==> src/rtl/host_irq_pkg.sv <==
package host_irq_pkg;

  // Register offsets seen by the host port
  typedef enum logic [2:0] {
    RA_MASK   = 3'd0,
    RA_MSET   = 3'd1,
    RA_MCLR   = 3'd2,
    RA_PEEK   = 3'd3,
    RA_TAKE   = 3'd4,
    RA_ACK    = 3'd5,
    RA_PINCFG = 3'd6
  } reg_addr_e;

  // Output line configuration: bit 1 active-low, bit 0 enable
  typedef struct packed {
    logic act_low;
    logic enable;
  } pin_cfg_t;

endpackage

==> src/rtl/irq_status_bank.sv <==
module irq_status_bank #(
  parameter int unsigned      W     = 18,
  parameter logic [W-1:0]     VALID = '1
) (
  input  logic         clk_i,
  input  logic         rst_i,
  input  logic [W-1:0] src_i,
  input  logic [W-1:0] clr_i,
  output logic [W-1:0] status_o
);

  for (genvar b = 0; b < W; b++) begin : g_bit
    if (VALID[b]) begin : g_live
      logic bit_q;
      // a fresh event overrides a clear in the same cycle
      always_ff @(posedge clk_i) begin
        if (rst_i)          bit_q <= 1'b0;
        else if (src_i[b])  bit_q <= 1'b1;
        else if (clr_i[b])  bit_q <= 1'b0;
      end
      assign status_o[b] = bit_q;
    end else begin : g_rsv
      logic unused_in;
      assign unused_in   = src_i[b] ^ clr_i[b];
      assign status_o[b] = 1'b0;
    end
  end


  event_wins_chk: assert property (@(posedge clk_i) disable iff (rst_i)
    (|(src_i & VALID)) |=> ((status_o & $past(src_i & VALID)) == $past(src_i & VALID)));


  clear_drops_chk: assert property (@(posedge clk_i) disable iff (rst_i)
    (|(clr_i & ~src_i)) |=> ((status_o & $past(clr_i & ~src_i)) == '0));


  sticky_hold_chk: assert property (@(posedge clk_i) disable iff (rst_i)
    (clr_i == '0) |=> ((status_o & $past(status_o)) == $past(status_o)));

endmodule

==> src/rtl/irq_mask_reg.sv <==
module irq_mask_reg #(
  parameter int unsigned  W     = 18,
  parameter logic [W-1:0] VALID = '1,
  parameter logic [W-1:0] INIT  = '0
) (
  input  logic         clk_i,
  input  logic         rst_i,
  input  logic         wr_full_i,
  input  logic         wr_set_i,
  input  logic         wr_clr_i,
  input  logic [W-1:0] wdata_i,
  output logic [W-1:0] mask_o
);

  logic [W-1:0] mask_q;
  logic [W-1:0] set_bits;
  logic [W-1:0] clr_bits;

  assign set_bits = wr_set_i ? wdata_i : '0;
  assign clr_bits = wr_clr_i ? wdata_i : '0;

  always_ff @(posedge clk_i) begin
    if (rst_i)          mask_q <= INIT & VALID;
    else if (wr_full_i) mask_q <= wdata_i & VALID;
    else                mask_q <= (mask_q | set_bits) & ~clr_bits & VALID;
  end

  assign mask_o = mask_q;


  mask_set_chk: assert property (@(posedge clk_i) disable iff (rst_i)
    wr_set_i |=> ((mask_o & $past(wdata_i & VALID)) == $past(wdata_i & VALID)));


  mask_set_keep_chk: assert property (@(posedge clk_i) disable iff (rst_i)
    wr_set_i |=> ((mask_o & ~$past(wdata_i)) == ($past(mask_o) & ~$past(wdata_i))));


  mask_clr_chk: assert property (@(posedge clk_i) disable iff (rst_i)
    wr_clr_i |=> ((mask_o & $past(wdata_i)) == '0));


  mask_clr_keep_chk: assert property (@(posedge clk_i) disable iff (rst_i)
    wr_clr_i |=> ((mask_o & ~$past(wdata_i)) == ($past(mask_o) & ~$past(wdata_i))));

endmodule

==> src/rtl/irq_pin_drive.sv <==
module irq_pin_drive #(
  parameter int unsigned W = 18
) (
  input  logic         clk_i,
  input  logic         rst_i,
  input  logic [W-1:0] status_i,
  input  logic [W-1:0] mask_i,
  input  logic         enable_i,
  input  logic         act_low_i,
  output logic         pin_o
);

  logic pending;
  logic pin_q;

  assign pending = |(status_i & ~mask_i);

  always_ff @(posedge clk_i) begin
    if (rst_i)         pin_q <= 1'b0;
    else if (enable_i) pin_q <= pending ^ act_low_i;
    else               pin_q <= act_low_i;
  end

  assign pin_o = pin_q;


  pin_idle_chk: assert property (@(posedge clk_i) disable iff (rst_i)
    !enable_i |=> (pin_o == $past(act_low_i)));


  pin_masked_chk: assert property (@(posedge clk_i) disable iff (rst_i)
    (enable_i && ((status_i & ~mask_i) == '0)) |=> (pin_o == $past(act_low_i)));


  pin_active_chk: assert property (@(posedge clk_i) disable iff (rst_i)
    (enable_i && ((status_i & ~mask_i) != '0)) |=> (pin_o == !$past(act_low_i)));

endmodule

==> src/rtl/host_irq_agg.sv <==
module host_irq_agg
  import host_irq_pkg::*;
#(
  parameter int unsigned      SRC_W     = 18,
  parameter int unsigned      DATA_W    = 32,
  parameter int unsigned      ADDR_W    = 3,
  parameter logic [SRC_W-1:0] VALID_MAP = 18'h347FF,
  parameter logic [SRC_W-1:0] MASK_INIT = 18'h00001
) (
  input  logic              clk_i,
  input  logic              rst_i,
  input  logic [SRC_W-1:0]  src_i,
  input  logic              rd_en_i,
  input  logic              wr_en_i,
  input  logic [ADDR_W-1:0] addr_i,
  input  logic [DATA_W-1:0] wdata_i,
  output logic [DATA_W-1:0] rdata_o,
  output logic              host_irq_o
);

  localparam int unsigned CFG_W = $bits(pin_cfg_t);

  logic [SRC_W-1:0]  wbits;
  logic [SRC_W-1:0]  status;
  logic [SRC_W-1:0]  mask;
  logic [SRC_W-1:0]  clr_vec;
  logic              hit_mask, hit_mset, hit_mclr, hit_peek, hit_take, hit_ack, hit_cfg;
  logic              wr_cfg;
  pin_cfg_t          cfg_q;
  logic [DATA_W-1:0] rd_val;
  logic [DATA_W-1:0] rdata_q;
  logic              unused_wdata_hi;

  assign wbits           = wdata_i[SRC_W-1:0];
  assign unused_wdata_hi = ^wdata_i[DATA_W-1:SRC_W];

  // address decode
  assign hit_mask = (addr_i == ADDR_W'(RA_MASK));
  assign hit_mset = (addr_i == ADDR_W'(RA_MSET));
  assign hit_mclr = (addr_i == ADDR_W'(RA_MCLR));
  assign hit_peek = (addr_i == ADDR_W'(RA_PEEK));
  assign hit_take = (addr_i == ADDR_W'(RA_TAKE));
  assign hit_ack  = (addr_i == ADDR_W'(RA_ACK));
  assign hit_cfg  = (addr_i == ADDR_W'(RA_PINCFG));
  assign wr_cfg   = wr_en_i && hit_cfg;

  // both retire paths merge into one clear vector
  assign clr_vec = ((wr_en_i && hit_ack) ? wbits : '0)
                 | ((rd_en_i && hit_take) ? '1 : '0);

  irq_status_bank #(.W(SRC_W), .VALID(VALID_MAP)) u_status (
    .clk_i    (clk_i),
    .rst_i    (rst_i),
    .src_i    (src_i),
    .clr_i    (clr_vec),
    .status_o (status)
  );

  irq_mask_reg #(.W(SRC_W), .VALID(VALID_MAP), .INIT(MASK_INIT)) u_mask (
    .clk_i     (clk_i),
    .rst_i     (rst_i),
    .wr_full_i (wr_en_i && hit_mask),
    .wr_set_i  (wr_en_i && hit_mset),
    .wr_clr_i  (wr_en_i && hit_mclr),
    .wdata_i   (wbits),
    .mask_o    (mask)
  );

  always_ff @(posedge clk_i) begin
    if (rst_i)       cfg_q <= '0;
    else if (wr_cfg) cfg_q <= pin_cfg_t'(wdata_i[CFG_W-1:0]);
  end

  irq_pin_drive #(.W(SRC_W)) u_pin (
    .clk_i     (clk_i),
    .rst_i     (rst_i),
    .status_i  (status),
    .mask_i    (mask),
    .enable_i  (cfg_q.enable),
    .act_low_i (cfg_q.act_low),
    .pin_o     (host_irq_o)
  );

  // read mux; write-only and unused offsets return zero
  always_comb begin
    rd_val = '0;
    if (hit_mask)               rd_val = DATA_W'(mask);
    else if (hit_peek || hit_take) rd_val = DATA_W'(status);
    else if (hit_cfg)           rd_val = DATA_W'(cfg_q);
  end

  always_ff @(posedge clk_i) begin
    if (rst_i)        rdata_q <= '0;
    else if (rd_en_i) rdata_q <= rd_val;
    else              rdata_q <= '0;
  end

  assign rdata_o = rdata_q;


  rdata_idle_chk: assert property (@(posedge clk_i) disable iff (rst_i)
    !rd_en_i |=> (rdata_o == '0));


  take_clears_chk: assert property (@(posedge clk_i) disable iff (rst_i)
    (rd_en_i && hit_take && (src_i == '0)) |=> (status == '0));


  peek_keeps_chk: assert property (@(posedge clk_i) disable iff (rst_i)
    (rd_en_i && hit_peek && !wr_en_i && (src_i == '0)) |=> (status == $past(status)));


  reserved_zero_chk: assert property (@(posedge clk_i) disable iff (rst_i)
    rd_en_i |=> ((rdata_o[SRC_W-1:0] & ~VALID_MAP) == '0));

endmodule

==> config.mk <==
export PLATFORM = sky130hd
export DESIGN_NAME = host_irq_agg
export DESIGN_NICKNAME = d
export VERILOG_FILES = /design/src/rtl/host_irq_pkg.sv /design/src/rtl/irq_status_bank.sv /design/src/rtl/irq_mask_reg.sv /design/src/rtl/irq_pin_drive.sv /design/src/rtl/host_irq_agg.sv
export SDC_FILE = /design/constraint.sdc
export NUM_CORES = 1
export LEC_CHECK = 0
export BUFFER_PORTS_ARGS = -buffer_cell sky130_fd_sc_hd__buf_2
export CORE_MARGIN = 4
export CORE_UTILIZATION = 38
export DETAILED_ROUTE_END_ITERATION = 10
export PLACE_DENSITY = 0.69
export RECOVER_POWER = 100
export REMOVE_ABC_BUFFERS = 1
export SLEW_MARGIN = 10
export SYNTH_ARGS = -nofsm -noshare
export SYNTH_HDL_FRONTEND = slang
export SYNTH_SLANG_ARGS = --single-unit
==> constraint.sdc <==
create_clock -name clk_i -period 1.5 [get_ports clk_i]
set_clock_uncertainty 0.2 [all_clocks]
set_input_delay 0.15 -clock clk_i [delete_from_list [all_inputs] [get_ports clk_i]]
set_output_delay 0.15 -clock clk_i [all_outputs]
set_load 0.01 [all_outputs]
After elaboration in Yosys (flattened, before gate mapping)
Cells that the tools add are included.
{"block": "word_totals", "output_inout_bits": 33, "inputBits": 57, "register_bits": 67}
{"block": "classes", "muxes": 37, "bitwise": 8, "n_eq_ne": 6, "reduce_logical": 25}
{"cell": "2-to-1 mux 18 bit", "n": 7}
{"cell": "AND 18 bit", "n": 2}
{"cell": "NOT 18 bit", "n": 2}
{"cell": "bitwise OR 18 bit", "n": 2}
{"cell": "2-to-1 mux 1 bit", "n": 29}
{"cell": "nonzero test 2 bit", "n": 14}
{"cell": "OR reduction 18 bit", "n": 1}
{"cell": "== test 3 bit, second input constant", "n": 3}
{"cell": "== test 3 x 2 -> 1 bit, second input constant", "n": 2}
{"cell": "logical AND 1 bit", "n": 6}
{"cell": "OR reduction 4 bit", "n": 1}
{"cell": "== test 3 x 1 -> 1 bit, second input constant", "n": 1}
{"cell": "logical NOT 3 bit", "n": 1}
{"cell": "2-to-1 mux 2 bit", "n": 1}
{"cell": "OR reduction 2 bit", "n": 1}
{"cell": "logical OR 1 bit", "n": 1}
{"cell": "NOT 1 bit", "n": 1}
{"cell": "bitwise XOR 1 bit", "n": 1}

Depth between registers and ports, before layout
{"block": "depth", "ltp_word": 6, "ltp_mapped": 6, "depth_no_buf": 4}

Modules after synthesis
Synthesis repeated with hierarchy kept, for this count alone.
{"block": "unflattened", "cells_unflattened": 319, "area_unflattened_um2": 2974.1}
{"mod": "host_irq_agg", "area_each_um2": 1333.8, "cells_per_inst": 141, "instances": 1, "seq_area_each_um2": 400.4}
{"mod": "irq_mask_reg", "area_each_um2": 778.2, "cells_per_inst": 70, "instances": 1, "seq_area_each_um2": 280.3}
{"mod": "irq_status_bank", "area_each_um2": 640.6, "cells_per_inst": 76, "instances": 1, "seq_area_each_um2": 280.3}
{"mod": "irq_pin_drive", "area_each_um2": 221.5, "cells_per_inst": 32, "instances": 1, "seq_area_each_um2": 20.0}

Worst setup path before layout
Ideal clock, no wire load.
{"block": "synth_timing", "path_kind": "register to register", "from": "register u_status.g_bit[2].g_live.bit_q", "to": "register u_pin.pin_q (netlist: u_pin.pin_o)", "path_slack_ps": -138, "t_required_ps": 1173, "period_less_slack_ps": 1638, "path_stages_with_launch": 5, "arrival_ps": 1310, "setup_time_ps": 127, "cell_sequence": "dfxtp_1 > nor2b_1 > a2111oi_1 > o221ai_1 > or3b_1"}
{"block": "synth_between", "elab_chain_len": 4}
{"element": "from (decl)", "line": "irq_status_bank.sv:14", "text": "logic bit_q;"}
{"element": "from (signal assigned)", "line": "irq_status_bank.sv:17", "text": "if (rst_i) bit_q <= 1'b0;"}
{"element": "from (signal assigned)", "line": "irq_status_bank.sv:18", "text": "else if (src_i[b]) bit_q <= 1'b1;"}
{"element": "from (signal assigned)", "line": "irq_status_bank.sv:19", "text": "else if (clr_i[b]) bit_q <= 1'b0;"}
{"element": "AND 18 bit", "line": "irq_pin_drive.sv:16", "text": "assign pending = |(status_i & ~mask_i);"}
{"element": "OR reduction 18 bit", "line": "irq_pin_drive.sv:16"}
{"element": "bitwise XOR 1 bit", "line": "irq_pin_drive.sv:20", "text": "else if (enable_i) pin_q <= pending ^ act_low_i;"}
{"element": "2-to-1 mux 1 bit", "line": "irq_pin_drive.sv:20"}
{"element": "to (signal assigned)", "line": "irq_pin_drive.sv:20"}
{"element": "to (signal assigned)", "line": "irq_pin_drive.sv:21", "text": "else pin_q <= act_low_i;"}
{"element": "to (decl)", "line": "irq_pin_drive.sv:14", "text": "logic pin_q;"}
Every way passes these cells.
A chain may end at the register's enable or synchronous reset.

Worst setup path in the final report
{"block": "layout_timing", "from": "register u_status.g_bit[3].g_live.bit_q", "to": "register u_pin.pin_q (netlist: u_pin.pin_o)"}
{"block": "layout_between", "elab_chain_len": 4}
{"element": "from (decl)", "line": "irq_status_bank.sv:14"}
{"element": "from (signal assigned)", "line": "irq_status_bank.sv:17"}
{"element": "from (signal assigned)", "line": "irq_status_bank.sv:18"}
{"element": "from (signal assigned)", "line": "irq_status_bank.sv:19"}
{"element": "AND 18 bit", "line": "irq_pin_drive.sv:16"}
{"element": "OR reduction 18 bit", "line": "irq_pin_drive.sv:16"}
{"element": "bitwise XOR 1 bit", "line": "irq_pin_drive.sv:20"}
{"element": "2-to-1 mux 1 bit", "line": "irq_pin_drive.sv:20"}
Every way passes these cells.

==> metrics.log <==
[metrics] hpwl dp: 4234 um
[metrics] violations in the final reports: setup timing
[metrics] number of endpoints with negative hold slack in the final report: 0
[metrics] final antenna-violating net count: 0
[metrics] maximum number of pins on one net before global-route repair: 19
[metrics] kind of critical path: reg -> reg
[metrics] vias after detailed routing: 2220
[metrics] required time worst endpoint: 1.48 ns
[metrics] final setup violating endpoints: 1
[metrics] status: complete, but fails checks
[metrics] relative area change from synthesis to final layout: 43.80%
[metrics] predominant post-synthesis flop cell: sky130_fd_sc_hd__dfxtp_1
[metrics] drt first-iter violations: 130
[metrics] number of stages on the worst hold path: 4
[metrics] class of the most critical hold timing path: in -> reg
[metrics] global-route wire length before repair: 10090 um
[metrics] Max stage delay cell, worst path: sky130_fd_sc_hd__or3b_1
[metrics] mean area per synthesized cell: 8.261 um^2
[metrics] count of flip-flops with a built-in enable after synthesis: 0
[metrics] PD cells: 797.1 mW/mm^2
[metrics] crit path cell chain: nor2b_4, a2111oi_4, buf_4, o221ai_2, or3b_1
[metrics] min Tclk post-route: 1.693 ns
[metrics] clock-pin transition on the worst setup and hold timing paths: 0.08 ns
[metrics] library cell used as clock root buffer: sky130_fd_sc_hd__clkbuf_8
[metrics] final routed wirelength across all metal layers: 5931 um
[metrics] cell taking the most area after synthesis: sky130_fd_sc_hd__dfxtp_1
[metrics] total of flip-flops plus latches after synthesis: 45
[metrics] number of clock sinks: 45
[metrics] CP peak stage delay: 0.36 ns
[metrics] total global-route track usage: 17.69%
[metrics] Worst-Skew Late Latency: 0.30 ns
[metrics] share of flip-flops with an asynchronous set or reset after synthesis: 0%
[metrics] area of the placeable core: 0.005473 mm^2
[metrics] number of buffer cells added on primary ports: 49
[metrics] unrepaired setup endpoints after global routing: true
[metrics] Detailed Routing Iterations Pass 1: 4
[metrics] number of cells on the critical path: 5
[metrics] global route overflow: 0
[metrics] buffer depth of the longest clock path: 2
[metrics] average vias per placed instance: 4.978
[metrics] top post-synthesis cells by area: sky130_fd_sc_hd__dfxtp_1 (42%), sky130_fd_sc_hd__buf_4 (6.7%), sky130_fd_sc_hd__nor2_1 (5.1%)
[metrics] vias in the first global route: 2146
[metrics] die area: 0.006895 mm^2
[metrics] detailed-route wire length per cell: 13.30 um
[metrics] Die H: 83.04 um
[metrics] total power draw: 2.452 mW
[metrics] Setup crit end kind: register
[metrics] clock tree from TritonCTS: yes
[metrics] fillers: 512
[metrics] number of placed instances, taps included: 411
[metrics] I/O pin total: 90
[metrics] crit-path max FO: 2
[metrics] buffers plus inverters on the worst setup path: 1
[metrics] leakage power of the design: 1.244 nW
[metrics] final std cells w/o fill: 446
[metrics] startpoint types: register
[metrics] number of warnings issued by yosys: 0
[metrics] cell area after synthesis: 0.002140 mm^2
[metrics] worst setup slack after layout: -0.1933 ns
[metrics] H-tree levels: 2
[metrics] clock buffer count from CTS: 5
[metrics] cell type group with the largest total delay on the critical path: simple AND/OR/NAND/NOR gates
[metrics] Routability Congestion: 0.8443
[metrics] Antenna Cells: 0
[metrics] Starting Density: 39.09%
[metrics] sequential area share after synthesis: 42.11%
[metrics] final net count: 432
[metrics] r2r worst-path depth: 5
[metrics] final count of pins violating max slew: 0
[metrics] max capacitance violation total: 0
[metrics] number of remaining DRC errors: 0
[metrics] fraction of final layout cells sized beyond drive strength 1: 27.27%
[metrics] arrival time at the worst endpoint: 1.67 ns
[metrics] maximum clock rate: 0.5906 GHz
[metrics] standard-cell rows: 27
[metrics] antenna violations before repair: 0
[metrics] area share of the largest cell type after synthesis: 42.11%
[metrics] worst IR drop on VDD: 0.3745 mV
[metrics] Post-Syn Instances: 259
[metrics] share of the cycle needed by the critical path after routing: 112.9%
[metrics] Core Util, Final: 56.22%
[metrics] width of the die: 83.04 um
[metrics] count of distinct cell types in the synthesized netlist: 38
[tightest hold or removal path, stage by stage]
cell                      delay (ns)
sky130_fd_sc_hd__buf_2          0.13
sky130_fd_sc_hd__nand2_1        0.06
sky130_fd_sc_hd__a31oi_1        0.07
sky130_fd_sc_hd__nor2_1         0.07
[final timing paths]
check | start | to | slack [ns]
max | u_status.g_bit[3].g_live.bit_q$_SDFFE_PP0P_ | u_pin.pin_o$_SDFF_PP0_ | -0.19
min reg2reg | u_status.g_bit[4].g_live.bit_q$_SDFFE_PP0P_ | u_status.g_bit[4].g_live.bit_q$_SDFFE_PP0P_ | 0.33
min | wdata_i[0] | u_status.g_bit[0].g_live.bit_q$_SDFFE_PP0P_ | 0.02
max reg2reg | u_status.g_bit[3].g_live.bit_q$_SDFFE_PP0P_ | u_pin.pin_o$_SDFF_PP0_ | -0.19
[power by group]
part | leakage [nW] | total, mW | internal (mW) | switching (mW)
Clock | 0.0399 | 0.708 | 0.307 | 0.400
Combinational | 0.835 | 0.474 | 0.247 | 0.227
Sequential | 0.370 | 1.27 | 1.24 | 0.0277
Total | 1.24 | 2.45 | 1.80 | 0.655
[cells in the mapped netlist (all sizes together), types with 2 or more instances]
cell type,number
a2111oi,3
a211oi,12
a21oi,21
a22oi,11
a31oi,14
and4bb,2
buf,27
clkbuf,9
dfxtp,45
inv,3
mux2i,2
nand2,26
nand2b,3
nand3,3
nor2,29
nor2b,11
nor3,4
nor3b,2
nor4,2
nor4b,2
o21ai,14
or2,2
or3b,2
[through the flow]
| stage | hold WS (ns) | TNS (ns) | instance area, um^2 | setup WS (ns) |
|---|---|---|---|---|
| 2_1_floorplan | 0.02238 | -2.158 | 1974 | -0.2801 |
| 3_3_place_gp | 0.1543 | -1.820 | 2685 | -0.2456 |
| 3_5_place_dp | 0.1631 | -2.091 | 2685 | -0.2911 |
| 4_1_cts | 0.008772 | -0.1970 | 3087 | -0.1970 |
| 5_1_grt | 0.06811 | -0.3454 | 3077 | -0.2270 |
| 6_report | 0.01999 | -0.1933 | 3077 | -0.1933 |
[registers in the layout, summed over array words and instances (netlist names)]
register,cells
rdata_o,14
u_mask.mask_o,14
u_status.g_bit.g_live.bit_q,14
cfg_q,2
u_pin.pin_o,1
[cell type report]
| type | instances | area, um^2 | area share (%) |
|---|---|---|---|
| clock buffers | 5 | 68.82 | 2.237 |
| clock inverters | 1 | 5.005 | 0.1627 |
| inverters | 3 | 11.26 | 0.3660 |
| flip-flops and latches | 45 | 905.9 | 29.44 |
| well taps | 72 | 90.09 | 2.928 |
| repair buffers | 128 | 860.8 | 27.98 |
| multi-input cells | 192 | 1135 | 36.88 |
[placed cells by master, fill, tap and decap left out, types with 8 or more instances in the layout]
master	netlist	final
sky130_fd_sc_hd__conb_1	1	18
sky130_fd_sc_hd__a21oi_1	20	19
sky130_fd_sc_hd__nor2_1	29	29
sky130_fd_sc_hd__a211oi_1	12	12
sky130_fd_sc_hd__buf_2	6	32
sky130_fd_sc_hd__a22oi_1	11	11
sky130_fd_sc_hd__dlygate4sd3_1	0	27
sky130_fd_sc_hd__clkbuf_1	9	22
sky130_fd_sc_hd__dfxtp_1	45	41
sky130_fd_sc_hd__nand2_1	26	26
sky130_fd_sc_hd__nor2b_1	11	8
sky130_fd_sc_hd__o21ai_0	14	14
sky130_fd_sc_hd__buf_4	19	45
sky130_fd_sc_hd__a31oi_1	14	14
[routing by layer]
| layer | up-vias | part of all wire (%) | GRT usage, % | wire [um] |
|---|---|---|---|---|
| li1 | 1116 | - | - | - |
| met1 | 1014 | 45 | 22.66 | 2660 |
| met2 | 78 | 45 | 28.21 | 2694 |
| met3 | 12 | 7.4 | 4.960 | 437 |
| met4 | 0 | 2.3 | 6.686 | 138 |
| met5 | - | 0 | 0 | 0 |
[what timing repair did]
| item | in CTS | in global routing |
|---|---|---|
| endpoints found under the setup margin | 1 | 1 |
| resized for setup | 8 | 9 |
| cloned | 0 | 0 |
| endpoints found under the hold margin | 28 | 0 |
| buffers inserted | 2 | 0 |
| hold buffers | 27 | 0 |
| pin swaps | 2 | 3 |
[cells by family after synthesis]
logic type	Yosys count	synth area share, %
compound gates	78	23.10
xor+xnor	1	0.4094
buf+inv	39	11.23
flops	45	42.11
mux	2	0.9357
other cells	1	0.1753
simple gates	93	22.05
No activity file was read; power rests on OpenSTA's default activity.
